[src/rtl/invhub_pkg.sv]
package invhub_pkg;

  // Byte offset bits inside one cache line (64-byte lines).
  localparam int LINE_BITS = 6;

  // Strobes from the control to the datapath.
  typedef struct packed {
    logic push;     // store a new tracking entry
    logic rspLoad;  // capture an incoming MMIO response
  } hubStrobe_t;

endpackage

[src/rtl/invhub_dp.sv]
module invhub_dp
  import invhub_pkg::*;
#(
  parameter int NUM_CPU = 2,
  parameter int MID_W   = 1,
  parameter int DEPTH   = 8,
  parameter int ADDR_W  = 32,
  parameter int DATA_W  = 32,
  localparam int PTR_W  = $clog2(DEPTH),
  localparam int LINE_W = ADDR_W - LINE_BITS
) (
  input  logic                      clk,
  input  logic                      rstN,
  input  hubStrobe_t                strobe,
  input  logic [PTR_W-1:0]          wrIdx,
  input  logic [PTR_W-1:0]          rdIdx,
  input  logic [NUM_CPU*PTR_W-1:0]  sendIdx,
  input  logic [ADDR_W-1:0]         snoopAddr,
  input  logic [MID_W-1:0]          snoopMaster,
  input  logic [DATA_W-1:0]         rspInData,
  output logic [NUM_CPU*LINE_W-1:0] invLine,
  output logic [MID_W-1:0]          headMaster,
  output logic [DATA_W-1:0]         rspOutData
);

  logic [LINE_W-1:0] lineMem [DEPTH];
  logic [MID_W-1:0]  mstMem  [DEPTH];
  logic [DATA_W-1:0] rspReg;

  always_ff @(posedge clk) begin
    if (!rstN) begin
      for (int i = 0; i < DEPTH; i++) begin
        lineMem[i] <= '0;
        mstMem[i]  <= '0;
      end
    end else if (strobe.push) begin
      lineMem[wrIdx] <= snoopAddr[ADDR_W-1:LINE_BITS];
      mstMem[wrIdx]  <= snoopMaster;
    end
  end

  always_ff @(posedge clk) begin
    if (!rstN)               rspReg <= '0;
    else if (strobe.rspLoad) rspReg <= rspInData;
  end

  for (genvar c = 0; c < NUM_CPU; c++) begin : g_cpuLine
    assign invLine[c*LINE_W +: LINE_W] = lineMem[sendIdx[c*PTR_W +: PTR_W]];
  end

  assign headMaster = mstMem[rdIdx];
  assign rspOutData = rspReg;

endmodule

[src/rtl/invhub_ctrl.sv]
module invhub_ctrl
  import invhub_pkg::*;
#(
  parameter int NUM_CPU = 2,
  parameter int NUM_MST = 2,
  parameter int MID_W   = 1,
  parameter int DEPTH   = 8,
  localparam int PTR_W  = $clog2(DEPTH),
  localparam int SEQ_W  = PTR_W + 1
) (
  input  logic                     clk,
  input  logic                     rstN,
  input  logic                     snoopValid,
  output logic                     snoopReady,
  input  logic [MID_W-1:0]         snoopMaster,
  output logic [NUM_CPU-1:0]       invValid,
  input  logic [NUM_CPU-1:0]       invReady,
  input  logic [NUM_CPU-1:0]       ackValid,
  output logic [NUM_CPU-1:0]       ackReady,
  output logic                     syncValid,
  input  logic                     syncReady,
  input  logic [MID_W-1:0]         headMaster,
  input  logic                     rspInValid,
  output logic                     rspInReady,
  output logic                     rspOutValid,
  input  logic                     rspOutReady,
  output logic [NUM_MST-1:0]       statusPending,
  output hubStrobe_t               strobe,
  output logic [PTR_W-1:0]         wrIdx,
  output logic [PTR_W-1:0]         rdIdx,
  output logic [NUM_CPU*PTR_W-1:0] sendIdx
);

  logic [SEQ_W-1:0] wrPtr, rdPtr, count;
  logic [SEQ_W-1:0] sendPtr [NUM_CPU];
  logic [SEQ_W-1:0] ackPtr  [NUM_CPU];
  logic [SEQ_W-1:0] pendCnt [NUM_MST];
  logic             allAcked, retire, push;
  logic             held;
  logic [SEQ_W-1:0] remain;
  logic             rspLoad, rspDrop;

  assign count      = wrPtr - rdPtr;
  assign snoopReady = (count != SEQ_W'(DEPTH));
  assign push       = snoopValid && snoopReady;

  always_comb begin
    allAcked = (count != '0);
    for (int c = 0; c < NUM_CPU; c++) allAcked = allAcked && (ackPtr[c] != rdPtr);
  end

  assign syncValid = allAcked;
  assign retire    = syncValid && syncReady;

  always_ff @(posedge clk) begin
    if (!rstN) begin
      wrPtr <= '0;
      rdPtr <= '0;
    end else begin
      if (push)   wrPtr <= wrPtr + 1'b1;
      if (retire) rdPtr <= rdPtr + 1'b1;
    end
  end

  for (genvar c = 0; c < NUM_CPU; c++) begin : g_cpu
    assign invValid[c] = (sendPtr[c] != wrPtr);
    assign ackReady[c] = (ackPtr[c] != sendPtr[c]);
    assign sendIdx[c*PTR_W +: PTR_W] = sendPtr[c][PTR_W-1:0];

    always_ff @(posedge clk) begin
      if (!rstN) begin
        sendPtr[c] <= '0;
        ackPtr[c]  <= '0;
      end else begin
        if (invValid[c] && invReady[c]) sendPtr[c] <= sendPtr[c] + 1'b1;
        if (ackValid[c] && ackReady[c]) ackPtr[c]  <= ackPtr[c] + 1'b1;
      end
    end


    ack_behind_send_chk: assert property (@(posedge clk) disable iff (!rstN)
      (SEQ_W'(ackPtr[c] - rdPtr) <= SEQ_W'(sendPtr[c] - rdPtr)) &&
      (SEQ_W'(sendPtr[c] - rdPtr) <= count));
  end

  for (genvar m = 0; m < NUM_MST; m++) begin : g_mst
    logic incM, decM;
    assign incM = push && (snoopMaster == MID_W'(m));
    assign decM = retire && (headMaster == MID_W'(m));
    assign statusPending[m] = (pendCnt[m] != '0);

    always_ff @(posedge clk) begin
      if (!rstN) pendCnt[m] <= '0;
      else if (incM && !decM) pendCnt[m] <= pendCnt[m] + 1'b1;
      else if (decM && !incM) pendCnt[m] <= pendCnt[m] - 1'b1;
    end
  end

  // MMIO response hold: remember how many entries were ahead of it.
  assign rspInReady  = !held;
  assign rspLoad     = rspInValid && !held;
  assign rspOutValid = held && (remain == '0);
  assign rspDrop     = rspOutValid && rspOutReady;

  always_ff @(posedge clk) begin
    if (!rstN) begin
      held   <= 1'b0;
      remain <= '0;
    end else if (rspLoad) begin
      held   <= 1'b1;
      remain <= count - SEQ_W'(retire);
    end else begin
      if (retire && remain != '0) remain <= remain - 1'b1;
      if (rspDrop) held <= 1'b0;
    end
  end

  assign strobe.push    = push;
  assign strobe.rspLoad = rspLoad;
  assign wrIdx = wrPtr[PTR_W-1:0];
  assign rdIdx = rdPtr[PTR_W-1:0];

  int pendSum;
  always_comb begin
    pendSum = 0;
    for (int m = 0; m < NUM_MST; m++) pendSum += int'(pendCnt[m]);
  end


  no_overflow_chk: assert property (@(posedge clk) disable iff (!rstN)
    count <= SEQ_W'(DEPTH));


  pend_sum_chk: assert property (@(posedge clk) disable iff (!rstN)
    pendSum == int'(count));


  remain_bound_chk: assert property (@(posedge clk) disable iff (!rstN)
    held |-> (remain <= count));

endmodule

[src/rtl/inv_sync_hub.sv]
module inv_sync_hub
  import invhub_pkg::*;
#(
  parameter int NUM_CPU = 2,
  parameter int NUM_MST = 2,
  parameter int DEPTH   = 8,
  parameter int ADDR_W  = 32,
  parameter int DATA_W  = 32,
  localparam int MID_W  = (NUM_MST > 1) ? $clog2(NUM_MST) : 1,
  localparam int LINE_W = ADDR_W - LINE_BITS
) (
  input  logic                      clk,
  input  logic                      rstN,
  input  logic                      snoopValid,
  output logic                      snoopReady,
  input  logic [ADDR_W-1:0]         snoopAddr,
  input  logic [MID_W-1:0]          snoopMaster,
  output logic [NUM_CPU-1:0]        invValid,
  input  logic [NUM_CPU-1:0]        invReady,
  output logic [NUM_CPU*LINE_W-1:0] invLine,
  input  logic [NUM_CPU-1:0]        ackValid,
  output logic [NUM_CPU-1:0]        ackReady,
  output logic                      syncValid,
  input  logic                      syncReady,
  output logic [MID_W-1:0]          syncMaster,
  input  logic                      rspInValid,
  output logic                      rspInReady,
  input  logic [DATA_W-1:0]         rspInData,
  output logic                      rspOutValid,
  input  logic                      rspOutReady,
  output logic [DATA_W-1:0]         rspOutData,
  output logic [NUM_MST-1:0]        statusPending
);

  localparam int PTR_W = $clog2(DEPTH);

  hubStrobe_t               strobe;
  logic [PTR_W-1:0]         wrIdx, rdIdx;
  logic [NUM_CPU*PTR_W-1:0] sendIdx;
  logic [MID_W-1:0]         headMaster;

  invhub_ctrl #(
    .NUM_CPU(NUM_CPU), .NUM_MST(NUM_MST), .MID_W(MID_W), .DEPTH(DEPTH)
  ) u_ctrl (
    .clk(clk), .rstN(rstN),
    .snoopValid(snoopValid), .snoopReady(snoopReady), .snoopMaster(snoopMaster),
    .invValid(invValid), .invReady(invReady),
    .ackValid(ackValid), .ackReady(ackReady),
    .syncValid(syncValid), .syncReady(syncReady), .headMaster(headMaster),
    .rspInValid(rspInValid), .rspInReady(rspInReady),
    .rspOutValid(rspOutValid), .rspOutReady(rspOutReady),
    .statusPending(statusPending),
    .strobe(strobe), .wrIdx(wrIdx), .rdIdx(rdIdx), .sendIdx(sendIdx)
  );

  invhub_dp #(
    .NUM_CPU(NUM_CPU), .MID_W(MID_W), .DEPTH(DEPTH),
    .ADDR_W(ADDR_W), .DATA_W(DATA_W)
  ) u_dp (
    .clk(clk), .rstN(rstN), .strobe(strobe),
    .wrIdx(wrIdx), .rdIdx(rdIdx), .sendIdx(sendIdx),
    .snoopAddr(snoopAddr), .snoopMaster(snoopMaster), .rspInData(rspInData),
    .invLine(invLine), .headMaster(headMaster), .rspOutData(rspOutData)
  );

  assign syncMaster = headMaster;

  for (genvar c = 0; c < NUM_CPU; c++) begin : g_invChk

    inv_hold_chk: assert property (@(posedge clk) disable iff (!rstN)
      (invValid[c] && !invReady[c]) |=>
        (invValid[c] && $stable(invLine[c*LINE_W +: LINE_W])));
  end


  sync_hold_chk: assert property (@(posedge clk) disable iff (!rstN)
    (syncValid && !syncReady) |=> (syncValid && $stable(syncMaster)));


  rsp_hold_chk: assert property (@(posedge clk) disable iff (!rstN)
    (rspOutValid && !rspOutReady) |=> (rspOutValid && $stable(rspOutData) && !rspInReady));

endmodule

[config.mk]
export PLATFORM = sky130hd
export DESIGN_NAME = inv_sync_hub
export DESIGN_NICKNAME = d
export VERILOG_FILES = /design/src/rtl/invhub_pkg.sv /design/src/rtl/invhub_dp.sv /design/src/rtl/invhub_ctrl.sv /design/src/rtl/inv_sync_hub.sv
export SDC_FILE = /design/constraint.sdc
export NUM_CORES = 1
export LEC_CHECK = 0
export BUFFER_PORTS_ARGS = -buffer_cell sky130_fd_sc_hd__buf_2
export CAP_MARGIN = 25
export CORE_MARGIN = 2
export CORE_UTILIZATION = 40
export DETAILED_ROUTE_END_ITERATION = 10
export PLACE_DENSITY = 0.69
export REMOVE_ABC_BUFFERS = 1
export SLEW_MARGIN = 0
export SYNTH_ARGS = -nofsm -noshare
export SYNTH_HDL_FRONTEND = slang
export SYNTH_SLANG_ARGS = --single-unit
[constraint.sdc]
create_clock -name clk -period 6 [get_ports clk]
set_input_delay 1.8 -clock clk [delete_from_list [all_inputs] [get_ports clk]]
set_output_delay 1.8 -clock clk [all_outputs]
set_load 0.1 [all_outputs]
==> impl_metrics.env, run 1 <==
export IMPL_outcome="completed"
export IMPL_die_height_um=197
export IMPL_synth_most_common_cell="sky130_fd_sc_hd__edfxtp_1"
export IMPL_syn_to_final_growth_pct=15.9
export IMPL_timing_setup_tns_ps=0
export IMPL_drv_max_cap_violation_count=0
export IMPL_synth_main_ff_cell="sky130_fd_sc_hd__edfxtp_1"
export IMPL_initial_core_utilization=0.407
export IMPL_worst_path_clk_slew_ps=60
export IMPL_dr_first_iter_drc_count=667
export IMPL_hold_viol_final=0
export IMPL_initial_antenna_violation_count=2
export IMPL_fin_total_pwr_mw=7.26
export IMPL_detail_route_first_pass_iterations=5
export IMPL_synth_top_cells_by_count="232 x sky130_fd_sc_hd__edfxtp_1, 214 x sky130_fd_sc_hd__and2_1, 108 x sky130_fd_sc_hd__nand2_1, 106 x sky130_fd_sc_hd__mux4_2, 56 x sky130_fd_sc_hd__dfxtp_1"
export IMPL_die_x_um=197
export IMPL_worst_clock_skew_ps=7.95
export IMPL_number_of_buffers_inserted_during_clock_tree_synthesis=31
export IMPL_via_count_of_the_first_global_routing_pass=9551
export IMPL_rows=70
export IMPL_layout_drive_gt1_share=0.328
export IMPL_peak_supply_drop_mv=0.273
export IMPL_final_fill_count=3211
export IMPL_seq_total_area_yosys=0.543
export IMPL_crit_path_arrival_time_ps=3040
export IMPL_hold_path_class="reg2reg"
export IMPL_syn_inst=1086
export IMPL_yosysTopAreaCell="sky130_fd_sc_hd__edfxtp_1"
export IMPL_cts_buffer_depth=3
export IMPL_tightestPinTransition_ps=911
export IMPL_rsz0062_at_grt="no"
export IMPL_postCtsSetupRepairBufs=0
export IMPL_cts_resized=0
export IMPL_final_net_count=1333
export IMPL_timing_critical_path_fanout_max=8
export IMPL_boundaryPins=170
export IMPL_dpl_hpwl_mm=20.9
export IMPL_synth_enable_flop_cells=232
export IMPL_ys_seq_elements=288
export IMPL_post_synth_num_cell_types=51
export IMPL_final_core_utilization=0.471
export IMPL_wl_per_cell_um=20.4
export IMPL_global_route_usage_total=0.183
export IMPL_area_enclosed_by_the_die_boundary_um2=38800
export IMPL_syn_avg_cell_area_um2=13.7
export IMPL_synth_area_top_cells="sky130_fd_sc_hd__edfxtp_1 47%, sky130_fd_sc_hd__mux4_2 16%, sky130_fd_sc_hd__and2_1 9.0%"
export IMPL_setup_violations_final=0
export IMPL_worst_path_max_delay_cell="sky130_fd_sc_hd__dfxtp_1"
export IMPL_timing_critical_path_mode_cell="sky130_fd_sc_hd__inv_1"
export IMPL_power_density_cell_area_nw_per_um2=421
export IMPL_max_stage_delay_ps=520
export IMPL_clkLatencyLatePin_ps=560
export IMPL_yosys_warnings=0
export IMPL_via_count=9255
export IMPL_drt_antenna_violating_nets=0
export IMPL_hold_slack_ps=462
export IMPL_clock_tree_root_cell="sky130_fd_sc_hd__clkbuf_16"
export IMPL_post_synth_top_area_fraction=0.468
export IMPL_placeableCoreArea_um2=36600
export IMPL_worst_setup_path_type="reg2out"
export IMPL_max_frequency_ghz=0.206
export IMPL_timing_final_crit_share=0.807
export IMPL_critical_path_endpoint_type="primary output"
export IMPL_total_overflow_reported_by_the_global_router=0
export IMPL_total_length_of_routed_wires_mm=35.3
export IMPL_cp_cell_sequence="inv_1, ha_1, inv_1, fa_1, nor3b_2, a21boi_2, nor2_1, buf_2"
export IMPL_cp_data_required_time_ps=4200
export IMPL_finalWeightedCongestion=0.739
export IMPL_startpoint_type="flip-flop"
export IMPL_timing_final_max_slew_violations=0
export IMPL_grt_pass1_wl_mm=54.0
export IMPL_clock_sink_count=288
export IMPL_route_detailed_vias_per_inst=5.35
export IMPL_tritoncts="built"
export IMPL_portBuffers=163
export IMPL_drt_drc_violations_left=0
export IMPL_cts_hold_buf=0
export IMPL_async_reset_ff_frac=0
export IMPL_maximum_number_of_pins_on_one_net_before_global_route_repair=58
export IMPL_period_needed_ps=4840
export IMPL_cts_htree_levels=1
export IMPL_leakage_power_nw=6.54
export IMPL_slew_headroom=0.392
export IMPL_synth_area_um2=14900
## worst max-delay path, delay by kind of cell, from the launching register on
family          cells  cell delay (ps)
fa+ha+maj           2              680
simple gates        2              430
buf+inv             3              530
flops               1              520
compound gates      1              340
## logic make-up after synthesis
group / count (synthesis) / share of synthesized area
buffers and inverters: 93 / 0.0259
flip-flops: 288 / 0.543
multiplexers: 162 / 0.202
XOR/XNOR: 46 / 0.0271
AND/OR/NAND/NOR: 404 / 0.149
AO/OA/AOI/OAI: 73 / 0.0352
adder cells (fa/ha/maj): 20 / 0.0178
## layout make-up
cell class | instances | area (um^2) | area share
antenna | 2 | 5.00 | 0.000290
tap | 468 | 586 | 0.0339
clock inverter | 16 | 159 | 0.00921
multi-input combinational | 705 | 6440 | 0.373
clock buffer | 39 | 806 | 0.0467
inverter | 23 | 86.3 | 0.00500
timing repair buffer | 189 | 1090 | 0.0631
sequential | 288 | 8090 | 0.469
## routing by layer
layer | track usage | up-vias | wire, um
li1 | - | 4274 | -
met1 | 0.236 | 4626 | 14500
met2 | 0.322 | 308 | 17900
met3 | 0.0359 | 43 | 2440
met4 | 0.0393 | 4 | 480
met5 | 0 | - | 18
## path summary, 6_finish.rpt
| path | from | endpoint | slack, ps | cells past startpoint |
|---|---|---|---|---|
| worst max-delay path | u_ctrl.wrPtr[0] | syncValid | 1160 | 8 |
| worst min-delay path | u_dp.mstMem[0] | u_dp.mstMem[0] | 460 | 2 |
| worst min register to register | u_dp.mstMem[0] | u_dp.mstMem[0] | 460 | 2 |
| worst max register to register | u_ctrl.wrPtr[0] | u_ctrl.pendCnt[1][3] | 2110 | 17 |
## per-stage QoR
step,cells,worst slack [ps],cell area (um^2)
floorplan,1016,741,14600
finish,1730,1160,17300
detailed placement,1672,1710,16300
global placement,1671,1710,16200
CTS,1727,1100,17200
global route,1728,961,17300
## cells in the final DEF (no fill, tap or decap), types with 3 or more instances in the layout
cell,Yosys,routed
sky130_fd_sc_hd__edfxtp_1,232,232
sky130_fd_sc_hd__and2_1,214,214
sky130_fd_sc_hd__buf_2,18,163
sky130_fd_sc_hd__nand2_1,108,108
sky130_fd_sc_hd__mux4_2,106,106
sky130_fd_sc_hd__dfxtp_1,56,56
sky130_fd_sc_hd__mux2_2,52,52
sky130_fd_sc_hd__a21boi_0,35,35
sky130_fd_sc_hd__xnor2_1,31,31
sky130_fd_sc_hd__clkbuf_16,0,31
sky130_fd_sc_hd__nor2_1,27,27
sky130_fd_sc_hd__inv_1,23,23
sky130_fd_sc_hd__buf_4,2,21
sky130_fd_sc_hd__ha_1,18,18
sky130_fd_sc_hd__xor2_1,15,15
sky130_fd_sc_hd__nand3_1,14,14
sky130_fd_sc_hd__o21ai_0,15,12
sky130_fd_sc_hd__nand4_1,8,8
sky130_fd_sc_hd__clkbuf_1,41,8
sky130_fd_sc_hd__a21oi_1,6,6
sky130_fd_sc_hd__clkinv_2,0,6
sky130_fd_sc_hd__nor2b_1,6,5
sky130_fd_sc_hd__nor3_2,6,5
sky130_fd_sc_hd__nand2b_1,5,5
sky130_fd_sc_hd__nor2_2,5,4
sky130_fd_sc_hd__mux2i_1,4,4
sky130_fd_sc_hd__clkinv_1,0,4
sky130_fd_sc_hd__nor3_1,3,3
sky130_fd_sc_hd__o21ai_2,0,3
sky130_fd_sc_hd__bufinv_16,0,3
sky130_fd_sc_hd__buf_12,0,3
## state kept, by name, indices dropped and copies added, names as in the netlist, named ones only
name             count
u_ctrl.sendPtr       8
u_ctrl.remain        4
u_ctrl.rdPtr         4
u_dp.mstMem          8
u_dp.rspOutData     32
u_ctrl.wrPtr         4
u_ctrl.ackPtr        8
u_dp.lineMem       208
u_ctrl.held          1
u_ctrl.pendCnt       8
## report_power, final
part           leakage, nW  switching, mW  internal (mW)
sequential            2.87          0.142           2.36
combinational         3.20           2.11          0.813
clock                0.468          0.764           1.07
total                 6.54           3.02           4.24
Note: power is estimated with default switching activity, not from simulation.
==> run 2, diff against run 1 <==
--- a/config.mk
+++ b/config.mk
@@ -10,7 +10,7 @@
 export CORE_MARGIN = 2
 export CORE_UTILIZATION = 40
 export DETAILED_ROUTE_END_ITERATION = 10
-export PLACE_DENSITY = 0.69
+export PLACE_DENSITY = 0.71
 export REMOVE_ABC_BUFFERS = 1
 export SLEW_MARGIN = 0
 export SYNTH_ARGS = -nofsm -noshare
==> constraint.sdc (replaced) <==
create_clock -name clk -period 4.4 [get_ports clk]
set_input_delay 1.32 -clock clk [delete_from_list [all_inputs] [get_ports clk]]
set_output_delay 1.32 -clock clk [all_outputs]
set_load 0.1 [all_outputs]
==> run 2 against run 1 <==
Critical path depth is 1 higher. First-iteration DRC count is 4.8% higher. Sequential cell count stayed put. Global-route usage is 0.49 points higher. Clock-buffer cell count is 1 lower. Sequential share of layout area is 0.42 points lower. Wire length is 3.6% higher. Critical endpoint unchanged. Non-clock buffer count is 12 higher. Power is 39% higher. Register-to-register slack worse by 1500 ps.
==> impl_metrics.env, run 2 (same netlist as run 1, synthesis figures left out) <==
export IMPL_initial_core_utilization=0.407
export IMPL_design_area_um2=17400
export IMPL_outcome="completed"
export IMPL_crit_path_arrival_time_ps=2910
export IMPL_whs_path_depth=2
export IMPL_drt_drc_violations_left=0
export IMPL_clock_tree_root_cell="sky130_fd_sc_hd__clkbuf_16"
export IMPL_cts_buffer_depth=3
export IMPL_via_count_of_the_first_global_routing_pass=9860
export IMPL_worst_clock_skew_ps=25.2
export IMPL_share_clk_of_total_power=0.259
export IMPL_timing_final_max_slew_violations=0
export IMPL_die_x_um=197
export IMPL_syn_to_final_growth_pct=17.0
export IMPL_detail_route_first_pass_iterations=5
export IMPL_tightestPinTransition_ps=776
export IMPL_timing_final_crit_share=0.962
export IMPL_wl_per_cell_um=21.0
export IMPL_post_dp_cell_area_um2=16400
export IMPL_cp_data_required_time_ps=3080
export IMPL_slew_headroom=0.483
export IMPL_placeableCoreArea_um2=36600
export IMPL_boundaryPins=170
export IMPL_clkLatencyLatePin_ps=580
export IMPL_hold_path_class="reg2reg"
export IMPL_die_height_um=197
export IMPL_registers_top_by_ff_count="u_dp.lineMem"
export IMPL_finalWeightedCongestion=0.744
export IMPL_route_detailed_vias_per_inst=5.46
export IMPL_drt_antenna_violating_nets=0
export IMPL_number_of_buffers_inserted_during_clock_tree_synthesis=31
export IMPL_maximum_number_of_pins_on_one_net_before_global_route_repair=57
export IMPL_startpoint_type="flip-flop"
export IMPL_power_combinational_fraction=0.404
export IMPL_cts_hold_buf=0
export IMPL_dr_first_iter_drc_count=699
export IMPL_max_frequency_ghz=0.236
export IMPL_layout_drive_gt1_share=0.335
export IMPL_hold_viol_final=0
export IMPL_total_length_of_routed_wires_mm=36.6
export IMPL_drv_max_cap_violation_count=0
export IMPL_dpl_hpwl_mm=21.6
export IMPL_power_density_cell_area_nw_per_um2=580
export IMPL_power_switching_share=0.414
export IMPL_peak_supply_drop_mv=0.391
export IMPL_layout_cells_most_common="sky130_fd_sc_hd__edfxtp_1"
export IMPL_total_overflow_reported_by_the_global_router=0
export IMPL_period_needed_ps=4230
export IMPL_timing_critical_path_fanout_max=6
export IMPL_largest_register_ff_count=208
export IMPL_power_report_internal_total_mw=5.92
export IMPL_setup_violations_final=0
export IMPL_rows=70
export IMPL_p_switching_mw=4.19
export IMPL_postCtsSetupRepairBufs=0
export IMPL_leakage_power_nw=6.63
export IMPL_portBuffers=163
export IMPL_worst_path_clk_slew_ps=60
export IMPL_worstRegToRegCells=17
export IMPL_via_count=9516
export IMPL_cts_htree_levels=1
export IMPL_most_common_layout_cells="232 x sky130_fd_sc_hd__edfxtp_1, 214 x sky130_fd_sc_hd__and2_1, 162 x sky130_fd_sc_hd__buf_2"
export IMPL_grt_pass1_wl_mm=55.8
export IMPL_clock_sink_count=288
export IMPL_critical_path_endpoint_type="primary output"
export IMPL_worst_setup_path_type="reg2out"
export IMPL_tritoncts="built"
export IMPL_area_enclosed_by_the_die_boundary_um2=38800
export IMPL_final_net_count=1345
export IMPL_initial_antenna_violation_count=0
export IMPL_global_route_usage_total=0.188
export IMPL_power_share_sequential=0.337
export IMPL_hold_slack_ps=460
-- run 2: cell count changes in the layout (fill, tap and decap cells not counted), moves of 3 or more --
cell                       before  now
sky130_fd_sc_hd__buf_4         21   32
sky130_fd_sc_hd__buf_12         3    7
sky130_fd_sc_hd__clkinv_2       6    2
sky130_fd_sc_hd__clkinv_1       4    7
-- run 2: cell type report --
type | count | area, um^2
clock inverter | 17 | 200
timing repair buffer | 201 | 1190
antenna | 4 | 10.0
inverter | 23 | 86.3
multi-input combinational | 705 | 6450
tap | 468 | 586
clock buffer | 38 | 812
sequential | 288 | 8090
fill | 3182 | 19200
-- run 2: critical path: stages (launching register included) --
cell and delay [ps]:
sky130_fd_sc_hd__dfxtp_1 510, sky130_fd_sc_hd__ha_1 210, sky130_fd_sc_hd__inv_1 60, sky130_fd_sc_hd__fa_1 400
sky130_fd_sc_hd__xor2_2 220, sky130_fd_sc_hd__nor3b_4 290, sky130_fd_sc_hd__a21boi_2 220, sky130_fd_sc_hd__buf_4 150
sky130_fd_sc_hd__nor2_1 50, sky130_fd_sc_hd__buf_4 230
-- run 2: power by group through the flow --
stage / Clock [mW] / Sequential [mW] / Combinational, mW
finish: 2.62 / 3.40 / 4.08
global placement: 0 / 3.43 / 4.04
CTS: 2.66 / 3.40 / 4.10
global route: 2.77 / 3.43 / 4.30
floorplan: 0 / 3.71 / 3.00
detailed placement: 0 / 3.45 / 4.08
-- run 2: layer usage --
metal,GRT usage,vias up,wire (um)
met4,0.0479,0,852
li1,-,4307,-
met5,0,-,0
met2,0.329,358,18200
met3,0.0299,66,2750
met1,0.244,4785,14700
-- run 2: timing repair --
item | 4_1_cts | 5_1_grt
gates resized for setup | 1 | 3
cloned | 0 | 0
setup endpoints to repair | 1 | 1
-- run 2: worst paths after layout --
path | start | slack, ps | endpoint
worst max-delay path | u_ctrl.rdPtr[0] | 170 | syncValid
worst max register to register | u_ctrl.rdPtr[0] | 650 | u_ctrl.pendCnt[1][3]
worst min-delay path | u_dp.rspOutData[7] | 460 | u_dp.rspOutData[7]
worst min register to register | u_dp.rspOutData[7] | 460 | u_dp.rspOutData[7]
-- run 2: stage by stage --
stage	util	cells	worst slack, ps	total power [mW]	setup TNS, ps
after floorplan	-	1016	-379	6.71	-18310
after global placement	0.447	1685	645	7.47	0
after detailed placement	0.447	1685	580	7.53	0
after CTS	0.475	1740	67.9	10.2	0
after global routing	0.476	1740	-1.78	10.5	-1.78
final	0.476	1744	168	10.1	0
==> run 3, diff against run 2 <==
--- a/config.mk
+++ b/config.mk
@@ -10,7 +10,7 @@
 export CORE_MARGIN = 2
 export CORE_UTILIZATION = 40
 export DETAILED_ROUTE_END_ITERATION = 10
-export PLACE_DENSITY = 0.71
+export PLACE_DENSITY = 0.69
 export REMOVE_ABC_BUFFERS = 1
 export SLEW_MARGIN = 0
 export SYNTH_ARGS = -nofsm -noshare
==> constraint.sdc (replaced) <==
create_clock -name clk -period 5 [get_ports clk]
set_input_delay 1.5 -clock clk [delete_from_list [all_inputs] [get_ports clk]]
set_output_delay 1.5 -clock clk [all_outputs]
set_load 0.1 [all_outputs]
==> run 3 against run 2 <==
Combinational power down 13%. Largest cell class unchanged. Sequential cell count unchanged. Worst setup slack better by 260 ps. Via count down 2.6%. Power down 13%. Clock skew down 13 ps. Largest power group unchanged. Clock-buffer cell count up 3.
==> impl_metrics.env, run 3 (same netlist as run 1, synthesis figures left out) <==
export IMPL_syn_to_final_growth_pct=16.7
export IMPL_design_area_um2=17400
export IMPL_via_count=9266
export IMPL_timing_critical_path_fanout_max=8
export IMPL_preCtsSetupSlack_ps=1010
export IMPL_die_x_um=197
export IMPL_worstRegToRegCells=17
export IMPL_drt_drc_violations_left=0
export IMPL_critical_path_endpoint_type="primary output"
export IMPL_grt_util_met3=0.0363
export IMPL_timing_setup_tns_ps=0
export IMPL_dpl_hpwl_mm=21.5
export IMPL_worst_clock_skew_ps=12.6
export IMPL_startpoint_type="flip-flop"
export IMPL_leakage_power_nw=6.60
export IMPL_initial_antenna_violation_count=4
export IMPL_final_fill_count=3211
export IMPL_die_height_um=197
export IMPL_wl_per_cell_um=20.4
export IMPL_power_density_cell_area_nw_per_um2=507
export IMPL_hold_path_startpoint="u_dp.mstMem[4]"
export IMPL_setup_ws_ps=427
export IMPL_grt_use_met1=0.237
export IMPL_setup_reg_to_reg_worst_slack_ps=1090
export IMPL_cp_data_required_time_ps=3500
export IMPL_max_frequency_ghz=0.219
export IMPL_boundaryPins=170
export IMPL_reg2reg_from="u_ctrl.wrPtr[0]"
export IMPL_cts_htree_levels=1
export IMPL_total_length_of_routed_wires_mm=35.5
export IMPL_tritoncts="built"
export IMPL_fin_cells=1737
export IMPL_timing_final_crit_share=0.915
export IMPL_drt_antenna_violating_nets=0
export IMPL_top_usage_layer="met2"
export IMPL_clock_sink_count=288
export IMPL_crit_path_arrival_time_ps=3070
export IMPL_place_inst=1676
export IMPL_rows=70
export IMPL_clkLatencyLatePin_ps=580
export IMPL_initial_core_utilization=0.407
export IMPL_dr_first_iter_drc_count=572
export IMPL_post_dp_cell_area_um2=16400
export IMPL_hold_path_class="reg2reg"
export IMPL_portBuffers=163
export IMPL_fin_total_pwr_mw=8.81
export IMPL_peak_supply_drop_mv=0.281
export IMPL_timing_final_max_slew_violations=0
export IMPL_final_core_utilization=0.475
export IMPL_crit_start="u_ctrl.wrPtr[0]"
export IMPL_outcome="completed"
export IMPL_slew_headroom=0.385
export IMPL_hold_slack_ps=455
export IMPL_finalWeightedCongestion=0.769
export IMPL_worst_path_clk_slew_ps=60
export IMPL_number_of_buffers_inserted_during_clock_tree_synthesis=31
export IMPL_maximum_number_of_pins_on_one_net_before_global_route_repair=57
export IMPL_clock_tree_root_cell="sky130_fd_sc_hd__clkbuf_16"
export IMPL_cts_resized=0
export IMPL_period_needed_ps=4570
export IMPL_layout_cells_most_common="sky130_fd_sc_hd__edfxtp_1"
export IMPL_registers_top_by_ff_count="u_dp.lineMem"
export IMPL_rsz0062_at_grt="no"
export IMPL_tightestPinTransition_ps=923
export IMPL_critical_path_reg2reg_endpoint="u_ctrl.pendCnt[1][3]"
export IMPL_largest_register_ff_count=208
export IMPL_area_enclosed_by_the_die_boundary_um2=38800
export IMPL_postCtsSetupRepairBufs=0
export IMPL_route_detailed_vias_per_inst=5.33
export IMPL_detail_route_first_pass_iterations=5
export IMPL_grtUsageMet2=0.330
export IMPL_hold_viol_final=0
export IMPL_cts_buffer_depth=3
export IMPL_most_common_layout_cells="232 x sky130_fd_sc_hd__edfxtp_1, 214 x sky130_fd_sc_hd__and2_1, 163 x sky130_fd_sc_hd__buf_2"
export IMPL_layout_drive_gt1_share=0.333
export IMPL_drv_max_cap_violation_count=0
export IMPL_total_overflow_reported_by_the_global_router=0
export IMPL_worst_setup_path_type="reg2out"
export IMPL_via_count_of_the_first_global_routing_pass=9582
export IMPL_global_route_usage_total=0.186
export IMPL_setup_violations_final=0
export IMPL_cts_hold_buf=0
export IMPL_grt_pass1_wl_mm=54.9
export IMPL_worst_hold_path_endpoint="u_dp.mstMem[4]"
export IMPL_whs_path_depth=2
export IMPL_final_net_count=1336
export IMPL_placeableCoreArea_um2=36600
-- run 3: per-layer routing --
layer / vias up / wire length [um]
met5: - / 14
met4: 4 / 644
met3: 54 / 2620
met2: 302 / 17700
met1: 4612 / 14500
li1: 4294 / -
-- run 3: worst max-delay path by stage --
stage | to | slack [ps] | depth (start not counted)
finish | syncValid | 430 | 8
global route | syncValid | 210 | 8
CTS | syncValid | 410 | 8
detailed placement | syncValid | 1010 | 8
global placement | syncValid | 1030 | 8
floorplan | invValid[0] | 40 | 2
-- run 3: final cells by class --
cell class	instances	area (um^2)	area share
sequential	288	8090	0.465
multi-input combinational	705	6440	0.370
timing repair buffer	192	1150	0.0664
clock buffer	41	843	0.0485
tap	468	586	0.0337
clock inverter	17	176	0.0102
inverter	23	86.3	0.00497
antenna	3	7.51	0.000432
-- run 3: power by group --
| group | switching (mW) | internal [mW] |
|---|---|---|
| Sequential | 0.163 | 2.83 |
| Clock | 0.950 | 1.34 |
| Combinational | 2.55 | 0.988 |
-- run 3: worst max-delay path, cell delays in order, from the launching register on --
cell,delay (ps)
sky130_fd_sc_hd__dfxtp_1,500
sky130_fd_sc_hd__inv_1,160
sky130_fd_sc_hd__ha_1,210
sky130_fd_sc_hd__inv_1,70
sky130_fd_sc_hd__fa_1,460
sky130_fd_sc_hd__nor3b_2,360
sky130_fd_sc_hd__a21boi_2,360
sky130_fd_sc_hd__nor2_1,80
sky130_fd_sc_hd__buf_2,300
